`config.mk`:
```
export PLATFORM = sky130hd
export DESIGN_NAME = victim_sel
export DESIGN_NICKNAME = d
export VERILOG_FILES = /design/src/rtl/victim_pkg.sv /design/src/rtl/vs_lfsr.sv /design/src/rtl/vs_pick.sv /design/src/rtl/victim_sel.sv
export SDC_FILE = /design/constraint.sdc
export NUM_CORES = 1
export LEC_CHECK = 0
export ABC_AREA = 1
export BUFFER_PORTS_ARGS = -buffer_cell sky130_fd_sc_hd__clkbuf_2
export CORE_UTILIZATION = 49
export CTS_CLUSTER_DIAMETER = 100
export CTS_CLUSTER_SIZE = 24
export DETAILED_ROUTE_END_ITERATION = 16
export PLACE_DENSITY = 0.74
export SLEW_MARGIN = 15
export SYNTH_ARGS = -nofsm -noshare
export SYNTH_HDL_FRONTEND = slang
export SYNTH_HIERARCHICAL = 1
export SYNTH_SLANG_ARGS = --single-unit
```
`constraint.sdc`:
```
create_clock -name clk_i -period 1.9 [get_ports clk_i]
set_input_delay 0.38 -clock clk_i [delete_from_list [all_inputs] [get_ports clk_i]]
set_output_delay 0.38 -clock clk_i [all_outputs]
set_load 0.02 [all_outputs]
```
`src/rtl/victim_pkg.sv`:
```
package victim_pkg;
  localparam int unsigned NUM_WAYS  = 4;
  localparam int unsigned WAY_W     = $clog2(NUM_WAYS);
  localparam int unsigned LFSR_W    = 8;
  localparam logic [LFSR_W-1:0] LFSR_SEED = 8'hA5;
  localparam logic [LFSR_W-1:0] LFSR_TAPS = 8'hB8;  // bits 7,5,4,3
endpackage

```
`src/rtl/vs_lfsr.sv`:
```
module vs_lfsr #(
  parameter int unsigned W = 8,
  parameter logic [W-1:0] SEED = '1,
  parameter logic [W-1:0] TAPS = '1
) (
  input  logic         clk_i,
  input  logic         rst_ni,
  output logic [W-1:0] q_o
);
  logic [W-1:0] q;
  always_ff @(posedge clk_i or negedge rst_ni) begin
    if (!rst_ni) q <= SEED;
    else         q <= {q[W-2:0], ^(q & TAPS)};
  end
  assign q_o = q;
endmodule

```
`src/rtl/vs_pick.sv`:
```
// First set bit of mask_i at or above start_i, wrapping.
module vs_pick #(
  parameter int unsigned N = 4,
  parameter int unsigned W = 2
) (
  input  logic [W-1:0] start_i,
  input  logic [N-1:0] mask_i,
  output logic [W-1:0] idx_o,
  output logic         hit_o
);
  always_comb begin
    hit_o = 1'b0;
    idx_o = '0;
    for (int k = N - 1; k >= 0; k--) begin
      int j;
      j = (int'(start_i) + k) % N;
      if (mask_i[j]) begin
        hit_o = 1'b1;
        idx_o = W'(j);
      end
    end
  end
endmodule

```
`src/rtl/victim_sel.sv`:
```
module victim_sel
  import victim_pkg::*;
(
  input  logic                clk_i,
  input  logic                rst_ni,
  input  logic                rr_mode_i,
  input  logic                lock_we_i,
  input  logic [NUM_WAYS-1:0] lock_i,
  input  logic                alloc_req_i,
  input  logic [NUM_WAYS-1:0] valid_i,
  output logic [WAY_W-1:0]    way_o,
  output logic                way_valid_o,
  output logic                no_alloc_o
);
  logic [NUM_WAYS-1:0] lock_q;
  logic [WAY_W-1:0]    ptr_q;
  logic [LFSR_W-1:0]   lfsr_q;

  logic [NUM_WAYS-1:0] free_ways, inval_free;
  logic [WAY_W-1:0]    inv_idx, pol_idx, pol_start;
  logic                inv_hit, pol_hit;

  vs_lfsr #(.W(LFSR_W), .SEED(LFSR_SEED), .TAPS(LFSR_TAPS)) u_lfsr (
    .clk_i (clk_i),
    .rst_ni(rst_ni),
    .q_o   (lfsr_q)
  );

  assign free_ways  = ~lock_q;
  assign inval_free = ~valid_i & free_ways;
  assign pol_start  = rr_mode_i ? ptr_q : lfsr_q[WAY_W-1:0];

  vs_pick #(.N(NUM_WAYS), .W(WAY_W)) u_pick_inv (
    .start_i('0),
    .mask_i (inval_free),
    .idx_o  (inv_idx),
    .hit_o  (inv_hit)
  );

  vs_pick #(.N(NUM_WAYS), .W(WAY_W)) u_pick_pol (
    .start_i(pol_start),
    .mask_i (free_ways),
    .idx_o  (pol_idx),
    .hit_o  (pol_hit)
  );

  always_ff @(posedge clk_i or negedge rst_ni) begin
    if (!rst_ni) lock_q <= '0;
    else if (lock_we_i) lock_q <= lock_i;
  end

  always_ff @(posedge clk_i or negedge rst_ni) begin
    if (!rst_ni) begin
      ptr_q       <= '0;
      way_o       <= '0;
      way_valid_o <= 1'b0;
      no_alloc_o  <= 1'b0;
    end else begin
      way_valid_o <= 1'b0;
      no_alloc_o  <= 1'b0;
      if (alloc_req_i) begin
        if (!pol_hit) begin
          no_alloc_o <= 1'b1;
        end else begin
          way_valid_o <= 1'b1;
          way_o       <= inv_hit ? inv_idx : pol_idx;
          if (!inv_hit && rr_mode_i) ptr_q <= pol_idx + WAY_W'(1);
        end
      end
    end
  end
endmodule

```
# After elaboration in Yosys (flattened, before gate mapping)
# Index checks and enable logic that the tools add are counted.
[word_totals]
regBits = 18
inputBits = 13
out_inout_bits = 4
[op_classes]
add_sub_neg = 4
order_cmp = 4
muxes = 30
bitwise_logic = 3
n_reduce_logical = 5
[op_table]
columns = ["operator", "count"]
rows = [
  ["$mux W2", 10],
  ["$mux W1", 16],
  ["$lt A2 B3 Y1 const B", 4],
  ["$bmux W1 S2", 4],
  ["$not A4 Y4", 2],
  ["$reduce_xor A8 Y1", 1],
  ["$add A2 B1 Y2 const B", 2],
  ["$add A2 B2 Y2 const B", 2],
  ["$and A4 B4 Y4", 1],
  ["$reduce_and A3 Y1", 1],
  ["$reduce_and A2 Y1", 1],
  ["$logic_and A1 B1 Y1", 1],
  ["$logic_not A1 Y1", 1],
]

# Logic depth before layout (Yosys ltp)
# Gate-level depths: netlist of run 1.
[depth]
word_depth = 10
ltp_mapped = 18
ltp_nobuf = 17

# By module
# Netlist of run 1, hierarchy kept.
[by_module_without_submodules]
columns = ["mod", "instances", "cells_each", "area_each_um2"]
rows = [
  ["victim_sel", 1, 66, 473.0],
  ["vs_pick", 2, 44, 215.2],
  ["vs_lfsr", 1, 25, 276.5],
]

# Least setup slack after synthesis of run 1
# OpenSTA, ideal clock, no wires.
[synth_path]
path_kind = "reg2reg"
from = "register u_lfsr.q[0] (netlist: u_lfsr/q_o[0])"
to = "register ptr_q[1]"
setup_time_ns = 0.116
arrival_ns = 1.484
required_time_ns = 1.784
slack_ns = 0.300
stages_incl_launch_ff = 18
n_path_buf = 1
synth_period_minus_slack_ns = 1.600
path_cell_list = "dfstp_2 > nand2_1 > nand2_1 > buf_6 > inv_4 > nand2_2 > and2_4 > nand2_2 > nand2_2 > inv_2 > nand2_1 > nand2_1 > nand2_1 > inv_1 > nand2_1 > nand2_1 > nand2_1 > nand2_1"
[synth_via]
elab_chain_cells = 9
[synth_rtl]
columns = ["element", "line", "rtl"]
rows = [
  ["start: declaration", "vs_lfsr.sv:10", "logic [W-1:0] q;"],
  ["start signal: assignment", "vs_lfsr.sv:13", "else q <= {q[W-2:0], ^(q & TAPS)};"],
  ["$mux W2 (*)", "victim_sel.sv:31", "assign pol_start = rr_mode_i ? ptr_q : lfsr_q[WAY_W-1:0];"],
  ["via pol_start[0]", "victim_sel.sv:20", "logic [WAY_W-1:0] inv_idx, pol_idx, pol_start;"],
  ["$add A2 B2 Y2", "vs_pick.sv:16", "j = (int'(start_i) + k) % N;"],
  ["$bmux W1 S2", "vs_pick.sv:17", "if (mask_i[j]) begin"],
  ["$mux W1 (implied by the code)", "vs_pick.sv:17", ""],
  ["$mux W2 (3 in series)", "vs_pick.sv:17", ""],
  ["$mux W2 (*)", "vs_pick.sv:17", ""],
  ["via pol_idx[0]", "victim_sel.sv:20", ""],
  ["$add A2 B1 Y2 (*)", "victim_sel.sv:67", "if (!inv_hit && rr_mode_i) ptr_q <= pol_idx + WAY_W'(1);"],
  ["end signal: assignment", "victim_sel.sv:67", ""],
  ["end: declaration", "victim_sel.sv:16", "logic [WAY_W-1:0] ptr_q;"],
]
# The timed path passes the listed nets; every way through them passes the cells marked *. The select of a mux whose other input is x is not followed.
# A chain may end at the register's enable or synchronous reset.

# Worst setup path in the final report of run 1
# Ends and elaborated chain as after synthesis.

==> results of run 1 <==
[kinds of logic after synthesis]
| family | after synthesis |
|---|---|
| compound gates | 8 |
| flops | 18 |
| simple gates | 116 |
| buf+inv | 35 |
| other cells | 1 |
| xor+xnor | 1 |
[metal layers]
layer | vias up | GRT usage, %
met5 | - | 0
met4 | 0 | 10.6
met3 | 2 | 3.27
met2 | 21 | 34.6
met1 | 502 | 21.8
li1 | 584 | -
[registers in the layout, summed over array words and instances, names as in the netlist]
| name | cells |
|---|---|
| lock_q | 4 |
| no_alloc_o | 1 |
| ptr_q | 2 |
| u_lfsr/q_o | 8 |
| way_o | 2 |
| way_valid_o | 1 |
[cells in the final DEF, fill, tap and decap left out, drive strengths merged]
cell type  Yosys  routed
conb           1       5
nand2         83      84
dfrtp         14      14
clkbuf         0      20
dfstp          4       4
inv           33      33
o21ai          8       8
and2           2       2
nand3         18      18
xnor2          1       1
buf            2       3
nor2          13      13
[final cells by class]
cell class	count	share of cell area, %
multi-input cells	131	44.5
flip-flops and latches	18	33.4
inverters	33	9.44
repair buffers	19	7.52
clock buffers	4	2.66
well taps	28	2.57
[final timing paths]
check | from | to | slack (ns) | depth (start not counted)
worst min-delay path | rst_ni | u_lfsr/q_o[3]$_DFF_PN0_ | 0.01 | 1
worst min register to register | u_lfsr/q_o[6]$_DFF_PN0_ | u_lfsr/q_o[7]$_DFF_PN1_ | 0.37 | 0
worst max register to register | u_lfsr/q_o[0]$_DFF_PN1_ | ptr_q[1]$_DFFE_PN0P_ | 0.20 | 14
worst max-delay path | u_lfsr/q_o[0]$_DFF_PN1_ | ptr_q[1]$_DFFE_PN0P_ | 0.20 | 14
max in group asynchronous | rst_ni | u_lfsr/q_o[5]$_DFF_PN1_ | 1.55 | 1
min in group clk_i | alloc_req_i | no_alloc_o$_DFF_PN0_ | 0.28 | 3
[repair_timing]
item,in CTS,in global routing
pin swaps,0,1
setup buffers,0,3
resized for setup,1,3
setup endpoints to repair,1,1
gates cloned,0,1
[power breakdown]
group          switching, mW  total (mW)  internal [mW]
clock network          0.114       0.231          0.117
logic                  0.333       0.524          0.190
registers             0.0212       0.446          0.425
total                  0.469        1.20          0.732
[worst reg2reg max path: stages, from the launching register on]
cell and delay [ns]:
dfstp_2 0.57, nand2_2 0.08, nand2_4 0.10, nand2_1 0.07
and2_4 0.16, nand2_2 0.06, nand2_2 0.05, inv_2 0.05
nand3_1 0.08, nand2_2 0.10, inv_1 0.05, nand2_1 0.06
nand2_1 0.05, nand2_1 0.06, nand2_1 0.05
==> summary.md, run 1 <==
| Metric | Value |
|---|---|
| Register area share after synthesis | `38.6%` |
| FF+latch count, synth | `18` |
| Main combinational cell family by area after synthesis | `simple AND/OR/NAND/NOR gates` |
| Routability cong. | `0.835` |
| Top cell type's share of synthesized area | `29.7%` |
| Std-Cell Rows | `17` |
| Number of synthesized flops with an enable pin | `0` |
| Critical path class | `reg -> reg` |
| Setup TNS | `0 ns` |
| Gr usage total | `19.5%` |
| LEAKAGE | `0.781 nW` |
| Cells after Synth | `179` |
| Worst Skew | `0.00482 ns` |
| Async S/R FF share, synth | `100%` |
| Wire length per cell | `9.70 um` |
| Fillers | `212` |
| Clock latency on the worst-skew pair | `0.29 ns` |
| Critical path's most frequent cell | `nand2_1` |
| Final setup viols | `0` |
| Simple-gate area share of the yosys netlist | `43.5%` |
| Status | `complete, no violations` |
| Area occupied by multi-input gates | `607 um^2` |
| RSZ-0062 raised after global routing | `false` |
| Height of the chip | `51.1 um` |
| Total gr overflow | `0` |
| Die Wd | `51.1 um` |
| Ranking of synthesized cells by area | `dfrtp_1 (30%), nand2_1 (23%), dfstp_2 (8.9%)` |
| Placed cells | `225` |
| CP bufs+invs | `2` |
| Worst Setup End Kind | `flop` |
| Max clock buf depth | `2` |
| Final nets | `219` |
| Final instance area | `0.00137 mm^2` |
| Syn. warnings | `6` |
| Worst EP arrival | `1.89 ns` |
| Complex-gate fraction of the synthesized area | `4.03%` |
| Slowest Stage Delay on Critical Path | `0.57 ns` |
| Worst hold slack | `0.0123 ns` |
| Cell area power density | `879 mW/mm^2` |
| Max cap viols | `0` |
| Hold Vio Cnt, Final | `0` |
| Initial antenna violation count | `0` |
| Yosys cell types | `18` |
| Startpoint types | `flop` |
| Final setup margin | `0.195 ns` |
| IO Count | `17` |
| Drt via density | `4.76` |
| Post-Route M1 WL | `1020 um` |
| Pwr Total | `1.20 mW` |
| Synth top cells by count | `nand2_1 (72), inv_1 (20), nand3_1 (16)` |
| WL met2 | `1150 um` |
| DR DRC count | `0` |
| Final wirelength | `2260 um` |
| Core area | `0.00223 mm^2` |
| Initial drt markers | `26` |
| Initial core utilization | `52.8%` |
| Avg Cell Area, Syn | `6.59 um^2` |
| Post-DRT Antenna Nets | `0` |
| Clock root buffer master | `clkbuf_4` |
| Core Util, Final | `61.1%` |
| Max Slew Vio Count | `0` |
| Final worst-path cycle share | `89.7%` |
| Top_reg_cell synth | `dfrtp_1` |
| Post-Synthesis Cell Area | `0.00118 mm^2` |
| Clock Sinks | `18` |
| Leading area contributor after synthesis | `dfrtp_1` |
| Reg clk slew, reported paths | `0.10 ns` |
| Pre-antenna DRT Iters | `4` |
| First-pass GRT wire length | `3770 um` |
| Die area | `0.00261 mm^2` |
| Post-DP HPWL | `1780 um` |
| Share of post-route cells with drive strength above 1 | `31.2%` |
| Final non-filler cell total | `233` |
| CTS tree | `built` |
| Xor/xnor cell area share of the yosys netlist | `0.742%` |
| Vias | `1,109` |
| CTS Hold Bufs | `0` |
| Max Used Layer | `met4` |
| Critical path's top delay family | `simple AND/OR/NAND/NOR gates` |
| Fmax | `0.587 GHz` |
| HP Class | `in -> async` |
| WL met3 | `72 um` |
| Largest net degree at the start of global routing | `19` |
| Worst-path fanout max | `5` |
| Reg area | `455 um^2` |
| CP Data Required Time | `2.09 ns` |
| Vias in the first global route | `993` |
| PortBufs | `16` |
| Most common cell in the synthesized netlist | `nand2_1` |
| Antenna diode count | `0` |
| Mux contribution to synthesized area | `0%` |
| Number of buffers created by CTS | `3` |
| Post-DP Area | `0.00129 mm^2` |
| Post-Synth Adder-Cell Area | `0%` |
| Critical-path cell list | `nand2_2, nand2_4, nand2_1, and2_4, nand2_2, nand2_2, inv_2, nand3_1, nand2_2, inv_1, nand2_1, nand2_1, nand2_1, nand2_1` |
| Slowest stage cell, crit path | `dfstp_2` |
| Area delta synth->final | `15.7%` |
| Tmin final | `1.70 ns` |
| Max VDD drop | `0.502 mV` |
| H-tree depth | `1` |
| Pre-CTS setup slack | `-0.0523 ns` |
Power figures use the tool's default switching activity.
==> run 2, diff against run 1 <==
--- a/config.mk
+++ b/config.mk
@@ -11,9 +11,8 @@
 export CTS_CLUSTER_DIAMETER = 100
 export CTS_CLUSTER_SIZE = 24
 export DETAILED_ROUTE_END_ITERATION = 16
-export PLACE_DENSITY = 0.74
+export PLACE_DENSITY = 0.75
 export SLEW_MARGIN = 15
 export SYNTH_ARGS = -nofsm -noshare
 export SYNTH_HDL_FRONTEND = slang
-export SYNTH_HIERARCHICAL = 1
 export SYNTH_SLANG_ARGS = --single-unit
==> run 2 against run 1 <==
Cell area fell by 20%; die area fell by 19%; first-iteration DRC count fell by 3.8%; sequential power rose by 2%; utilization rose by 0.72 points; synthesized cell count fell by 28%; clock skew rose by 0.014 ns; worst hold slack got worse by 0.0043 ns; clock power barely moved; sequential share of layout area rose by 8.4 points; fmax rose by 3.4%; critical endpoint unchanged; largest power group is now registers; highest routed layer unchanged.
==> summary.md, run 2 <==
| Metric | Value |
|---|---|
| PortBufs | `16 (unchanged)` |
| Setup TNS | `0 ns (unchanged)` |
| Largest net degree at the start of global routing | `19 (unchanged)` |
| Post-Synthesis Cell Area | `943 um^2 (was 0.00118 mm^2)` |
| H-tree depth | `1 (unchanged)` |
| Die Wd | `45.9 um (was 51.1 um)` |
| RSZ-0062 raised after global routing | `false (unchanged)` |
| Clock Sinks | `18 (unchanged)` |
| Max reg flops | `8 (unchanged)` |
| Wire length per cell | `9.76 um (was 9.70 um)` |
| Initial drt markers | `25 (was 26)` |
| Number of buffers created by CTS | `3 (unchanged)` |
| Critical-path cell list | `inv_1, nand2_1, nand2_2, nand2_1, nand2_1, nand2_1, nand2_1, nor2_2, nor2_1, nand2_1, nand3_1, nand3_1, nand2_1 (was nand2_2, nand2_4, nand2_1, and2_4, nand2_2, nand2_2, inv_2, nand3_1, nand2_2, inv_1, nand2_1, nand2_1, nand2_1, nand2_1)` |
| Async S/R FF share, synth | `100% (unchanged)` |
| Initial antenna violation count | `0 (unchanged)` |
| Slowest Stage Delay on Critical Path | `0.56 ns (was 0.57 ns)` |
| Slowest stage cell, crit path | `dfstp_2 (unchanged)` |
| Fillers | `184 (was 212)` |
| Max VDD drop | `0.534 mV (was 0.502 mV)` |
| CP bufs+invs | `1 (was 2)` |
| Most common cell after layout, fill and taps aside | `nand2_1 (unchanged)` |
| Sw Pwr | `0.363 mW (was 0.469 mW)` |
| Measured slew at the worst slew-check pin | `0.455 ns` |
| Reg area | `455 um^2 (unchanged)` |
| Worst r2r src | `u_lfsr.q_o[0]$_DFF_PN1_ (was u_lfsr/q_o[0]$_DFF_PN1_)` |
| Leading area contributor after synthesis | `dfrtp_1 (unchanged)` |
| Avg Cell Area, Syn | `7.37 um^2 (was 6.59 um^2)` |
| IO Count | `17 (unchanged)` |
| Final nets | `162 (was 219)` |
| HP Class | `in -> async (unchanged)` |
| Worst EP arrival | `1.83 ns (was 1.89 ns)` |
| Die area | `0.00210 mm^2 (was 0.00261 mm^2)` |
| Max clock buf depth | `2 (unchanged)` |
| Share of post-route cells with drive strength above 1 | `25.0% (was 31.2%)` |
| Vias | `809 (was 1,109)` |
| Combinational Power Share | `32.6% (was 43.6%)` |
| Vias in the first global route | `674 (was 993)` |
| Final worst-path cycle share | `86.8% (was 89.7%)` |
| Pre-antenna DRT Iters | `4 (unchanged)` |
| Post-DRT Antenna Nets | `0 (unchanged)` |
| Commonest non-fill, non-tap cells in the layout | `nand2_1 (50), inv_1 (17), clkbuf_2 (16), dfrtp_1 (14), nor2_1 (10) (was nand2_1 (69), inv_1 (20), clkbuf_2 (16), nand3_1 (16))` |
| Top_reg_cell synth | `dfrtp_1 (unchanged)` |
| Max Slew Vio Count | `0 (unchanged)` |
| Core area | `0.00176 mm^2 (was 0.00223 mm^2)` |
| Routability cong. | `0.850 (was 0.835)` |
| Final setup viols | `0 (unchanged)` |
| Synth top cells by count | `nand2_1 (50), inv_1 (17), dfrtp_1 (14) (was nand2_1 (72), inv_1 (20), nand3_1 (16))` |
| Most common cell in the synthesized netlist | `nand2_1 (unchanged)` |
| Area occupied by multi-input gates | `417 um^2 (was 607 um^2)` |
| Tmin final | `1.65 ns (was 1.70 ns)` |
| FF+latch count, synth | `18 (unchanged)` |
| Max cap viols | `0 (unchanged)` |
| Cell area power density | `934 mW/mm^2 (was 879 mW/mm^2)` |
| Clock share of power | `23.0% (was 19.2%)` |
| Critical path's most frequent cell | `nand2_1 (unchanged)` |
| Worst Setup SP | `u_lfsr.q_o[0]$_DFF_PN1_ (was u_lfsr/q_o[0]$_DFF_PN1_)` |
| Top cell type's share of synthesized area | `37.1% (was 29.7%)` |
| Final wirelength | `1690 um (was 2260 um)` |
| Worst-path fanout max | `6 (was 5)` |
| Status | `complete, no violations (unchanged)` |
| Fmax | `0.606 GHz (was 0.587 GHz)` |
| Reg clk slew, reported paths | `0.12 ns (was 0.10 ns)` |
| Initial core utilization | `53.5% (was 52.8%)` |
| Critical path class | `reg -> reg (unchanged)` |
| Critical path's top delay family | `simple AND/OR/NAND/NOR gates (unchanged)` |
| Yosys cell types | `16 (was 18)` |
| First-pass GRT wire length | `2680 um (was 3770 um)` |
| Drt via density | `4.68 (was 4.76)` |
| Register area share after synthesis | `48.3% (was 38.6%)` |
| Area delta synth->final | `15.7% (about the same)` |
| LEAKAGE | `0.619 nW (was 0.781 nW)` |
| Slew headroom | `69.7%` |
| Worst Skew | `0.0184 ns (was 0.00482 ns)` |
| Switching Share | `35.6% (was 39.0%)` |
| Cell internal pwr | `0.656 mW (was 0.732 mW)` |
| Worst Setup End Kind | `flop (unchanged)` |
| Antenna diode count | `0 (unchanged)` |
| Reg2reg path depth | `13 (was 14)` |
| PostCTS Resize Cnt | `0 (was 1)` |
| Total gr overflow | `0 (unchanged)` |
| Instance count on the critical path | `13 (was 14)` |
| Std-Cell Rows | `15 (was 17)` |
| Syn nets | `141` |
| Sequential share of power | `44.4% (was 37.1%)` |
| Gr usage total | `18.2% (was 19.5%)` |
| CTS tree | `built (unchanged)` |
| Post-DP HPWL | `1330 um (was 1780 um)` |
| Core Util, Final | `61.8% (was 61.1%)` |
| Syn. warnings | `0 (was 6)` |
| DR DRC count | `0 (unchanged)` |
| CP Data Required Time | `2.08 ns (was 2.09 ns)` |
| Cells after Synth | `128 (was 179)` |
| CTS Hold Bufs | `0 (unchanged)` |
| Clock root buffer master | `clkbuf_4 (unchanged)` |
| Number of synthesized flops with an enable pin | `0 (unchanged)` |
| Hold Vio Cnt, Final | `0 (unchanged)` |
| Post CTS Setup Buffer Count | `0 (unchanged)` |
| Clock latency on the worst-skew pair | `0.29 ns (about the same)` |
| Startpoint types | `flop (unchanged)` |
| Ranking of synthesized cells by area | `dfrtp_1 (37%), nand2_1 (20%), dfstp_2 (11%) (was dfrtp_1 (30%), nand2_1 (23%), dfstp_2 (8.9%))` |
| Height of the chip | `45.9 um (was 51.1 um)` |
[run 2: cell types whose count changed after synthesis, sizes merged, moves of 2 or more]
cell	change
nand2	-24
inv	-14
nand3	-13
a21oi	+3
and2	-2
buf	-2
[run 2: worst register-to-register path: stages, from the launching register on]
cell and delay [ns]:
dfstp_2 0.56, inv_1 0.04, nand2_1 0.07, nand2_2 0.09, nand2_1 0.07, nand2_1 0.08
nand2_1 0.10, nand2_1 0.06, nor2_2 0.14, nor2_1 0.05, nand2_1 0.08, nand3_1 0.08
nand3_1 0.09, nand2_1 0.05
[run 2: power groups by stage]
stage	Clock, mW	Sequential [mW]	Combinational [mW]
floorplan	0	0.468	0.239
global placement	0	0.459	0.320
detailed placement	0	0.458	0.332
CTS	0.240	0.453	0.332
global route	0.256	0.458	0.381
finish	0.234	0.453	0.333
[run 2: layout make-up]
class                           count  area share [%]
Clock buffer                        4            3.33
Inverter                           19            6.54
Multi-Input combinational cell     91            38.2
Sequential cell                    18            41.7
Tap cell                           25            2.87
Timing Repair Buffer               16            7.34
[run 2: worst paths after layout]
path                                            to  slack [ns]
max                           ptr_q[1]$_DFFE_PN0P_        0.25
min                          way_valid_o$_DFF_PN0_       0.008
max reg2reg                   ptr_q[1]$_DFFE_PN0P_        0.25
min reg2reg                u_lfsr.q_o[7]$_DFF_PN1_        0.37
max in group asynchronous  u_lfsr.q_o[0]$_DFF_PN1_        1.53
min in group clk_i           lock_q[2]$_DFFE_PN0P_        0.28
[run 2: layer usage]
layer | global-route usage [%] | part of all wire [%]
met5 | 0 | 0
met2 | 29.0 | 46
met4 | 8.24 | 1.2
met3 | 3.97 | 4.9
met1 | 23.3 | 47
[run 2: through the flow]
| step | cell area (um^2) | hold slack, ns | std cells | total power, mW | setup WS [ns] |
|---|---|---|---|---|---|
| after global routing | 1090 | 0.0431 | 173 | 1.09 | 0.0915 |
| final | 1090 | 0.00795 | 173 | 1.02 | 0.251 |
| after floorplan | 943 | 0.0844 | 128 | 0.707 | 0.401 |
| after global placement | 1050 | 0.328 | 169 | 0.779 | 0.282 |
| after CTS | 1090 | 0.0105 | 173 | 1.02 | 0.259 |
| after detailed placement | 1050 | 0.340 | 169 | 0.790 | 0.222 |
[run 2: cell families after synthesis]
kind of cell,Yosys count,synth area share [%]
buffers and inverters,19,7.56
XOR/XNOR,3,2.79
flip-flops,18,48.3
AO/OA/AOI/OAI,12,6.50
AND/OR/NAND/NOR,76,34.9
==> run 3, diff against run 2 <==
--- a/config.mk
+++ b/config.mk
@@ -12,7 +12,6 @@
 export CTS_CLUSTER_SIZE = 24
 export DETAILED_ROUTE_END_ITERATION = 16
 export PLACE_DENSITY = 0.75
-export SLEW_MARGIN = 15
 export SYNTH_ARGS = -nofsm -noshare
 export SYNTH_HDL_FRONTEND = slang
 export SYNTH_SLANG_ARGS = --single-unit
==> constraint.sdc (replaced) <==
create_clock -name clk_i -period 1.9 [get_ports clk_i]
set_input_delay 0.095 -clock clk_i [delete_from_list [all_inputs] [get_ports clk_i]]
set_output_delay 0.095 -clock clk_i [all_outputs]
set_load 0.02 [all_outputs]
==> run 3 against run 2 <==
Fmax up 0.42%; register-to-register slack about the same; critical path depth unchanged; sequential power about the same; die area unchanged; first-iteration DRC count down 40%; combinational power up 2%; flip-flop and latch count unchanged; wire length up 5.7%.
==> summary.md, run 3 (synthesized netlist as in run 2, its figures left out) <==
| Metric | Value |
|---|---|
| Fillers | `180 (was 184)` |
| Hold Vio Cnt, Final | `0 (unchanged)` |
| Most common cell after layout, fill and taps aside | `nand2_1 (unchanged)` |
| Die Wd | `45.9 um (unchanged)` |
| Die area | `0.00210 mm^2 (unchanged)` |
| Setup TNS | `0 ns (unchanged)` |
| Post-DP HPWL | `1420 um (was 1330 um)` |
| Area delta synth->final | `19.9% (was 15.7%)` |
| Initial antenna violation count | `0 (unchanged)` |
| DR DRC count | `0 (unchanged)` |
| Core area | `0.00176 mm^2 (unchanged)` |
| Cell area power density | `908 mW/mm^2 (was 934 mW/mm^2)` |
| Clock root buffer master | `clkbuf_4 (unchanged)` |
| Reg area | `455 um^2 (unchanged)` |
| CTS tree | `built (unchanged)` |
| Largest net degree at the start of global routing | `19 (unchanged)` |
| Final wirelength | `1790 um (was 1690 um)` |
| Area occupied by multi-input gates | `417 um^2 (unchanged)` |
| Number of buffers created by CTS | `3 (unchanged)` |
| Vias | `840 (was 809)` |
| HP Class | `in -> reg (was in -> async)` |
| Height of the chip | `45.9 um (unchanged)` |
| Reg clk slew, reported paths | `0.11 ns (was 0.12 ns)` |
| LEAKAGE | `0.636 nW (was 0.619 nW)` |
| Worst Setup End Kind | `flop (unchanged)` |
| Max cap viols | `0 (unchanged)` |
| RSZ-0062 raised after global routing | `false (unchanged)` |
| Post-DP Area | `0.00105 mm^2 (unchanged)` |
| Status | `complete, no violations (unchanged)` |
| Post-DRT Antenna Nets | `0 (unchanged)` |
| Measured slew at the worst slew-check pin | `0.435 ns (was 0.455 ns)` |
| Share of post-route cells with drive strength above 1 | `24.3% (was 25.0%)` |
| H-tree depth | `1 (unchanged)` |
| Max Slew Vio Count | `0 (unchanged)` |
| Final worst-path cycle share | `86.4% (was 86.8%)` |
| Startpoint types | `flop (unchanged)` |
| Std-Cell Rows | `15 (unchanged)` |
| Fmax | `0.609 GHz (was 0.606 GHz)` |
| PortBufs | `16 (unchanged)` |
| CP Data Required Time | `2.10 ns (was 2.08 ns)` |
| Worst Skew | `0.0145 ns (was 0.0184 ns)` |
| Max clock buf depth | `2 (unchanged)` |
| Max reg flops | `8 (unchanged)` |
| Slew headroom | `71.0% (was 69.7%)` |
| Max VDD drop | `0.534 mV (about the same)` |
| Wire length per cell | `10.1 um (was 9.76 um)` |
| Pre-antenna DRT Iters | `4 (unchanged)` |
| Final nets | `166 (was 162)` |
| Final instance area | `0.00113 mm^2 (was 0.00109 mm^2)` |
| Worst EP arrival | `1.84 ns (was 1.83 ns)` |
| Antenna diode count | `0 (unchanged)` |
| Initial drt markers | `15 (was 25)` |
| Commonest non-fill, non-tap cells in the layout | `nand2_1 (50), inv_1 (17), clkbuf_2 (16), dfrtp_1 (14), nor2_1 (10) (unchanged)` |
| Gr usage total | `19.4% (was 18.2%)` |
| Critical path class | `reg -> reg (unchanged)` |
| Drt via density | `4.75 (was 4.68)` |
| Clock Sinks | `18 (unchanged)` |
| Worst-path fanout max | `8 (was 6)` |
| Vias in the first global route | `746 (was 674)` |
| First-pass GRT wire length | `2860 um (was 2680 um)` |
| Clock latency on the worst-skew pair | `0.30 ns (was 0.29 ns)` |
| Final setup viols | `0 (unchanged)` |
| Routability cong. | `0.894 (was 0.850)` |
| Total gr overflow | `0 (unchanged)` |
| Initial core utilization | `53.5% (unchanged)` |
| Tmin final | `1.64 ns (was 1.65 ns)` |
| IO Count | `17 (unchanged)` |
## run 3: changes by cell type in the layout (fill, tap and decap cells not counted)
cell / before / now
dlygate4sd3_1: 0 / 4
## run 3: what timing repair did
item	in CTS	in global routing
hold endpoints to repair	17	0
hold buffers	4	0
resized for setup	0	0
setup buffers	0	0
## run 3: worst max-delay path, cell delays in order (launching register included)
cell     delay (ns)
dfstp_2        0.55
nand2_2        0.07
nand2_4        0.10
nand2_1        0.06
nand2_1        0.11
nand2_2        0.08
nand2_1        0.08
nor2_2         0.05
nand2_2        0.08
nand2_4        0.07
nor2_2         0.13
inv_2          0.07
nand2_1        0.05
o21ai_1        0.06
## run 3: area by class of cell
class	instances	area share [%]
sequential	18	40.3
multi-input combinational	91	36.8
timing repair buffer	20	10.6
inverter	19	6.31
clock buffer	4	3.21
tap	25	2.77
## run 3: final timing paths
kind                                         start                 endpoint  slack [ns]  depth (start not counted)
setup / recovery           u_lfsr.q_o[0]$_DFF_PN1_     ptr_q[0]$_DFFE_PN0P_        0.26                         13
hold / removal                         alloc_req_i     no_alloc_o$_DFF_PN0_        0.02                          3
setup reg to reg           u_lfsr.q_o[0]$_DFF_PN1_     ptr_q[0]$_DFFE_PN0P_        0.26                         13
hold reg to reg            u_lfsr.q_o[6]$_DFF_PN0_  u_lfsr.q_o[7]$_DFF_PN1_        0.36                          0
max in group asynchronous                   rst_ni  u_lfsr.q_o[5]$_DFF_PN1_        1.29                          2
min in group asynchronous                   rst_ni     way_o[0]$_DFFE_PN0P_        0.26                          2
## run 3: routing by layer
layer,up-vias,share of wire [%],global-route usage (%)
met2,25,45,31.8
met3,6,3.9,4.76
met4,0,2.9,8.82
met1,375,48,23.9
li1,434,-,-
met5,-,0,0
## run 3: power breakdown
| group | switching [mW] | internal (mW) | leakage, nW | total [mW] |
|---|---|---|---|---|
| Sequential | 0.0314 | 0.423 | 0.221 | 0.454 |
| Clock | 0.116 | 0.117 | 0.0210 | 0.232 |
| Combinational | 0.219 | 0.122 | 0.394 | 0.341 |
## run 3: stage by stage
stage               std cells  power [mW]  util (%)  hold WS, ns  worst slack [ns]
detailed placement        169       0.796      59.8       0.0528             0.259
floorplan                 128       0.707         -       -0.201             0.401
CTS                       177        1.04      64.1       0.0137             0.267
finish                    177        1.03      64.1       0.0185             0.258
global route              177        1.11      64.1       0.0209            0.0510
global placement          169       0.781      59.8       0.0498             0.308
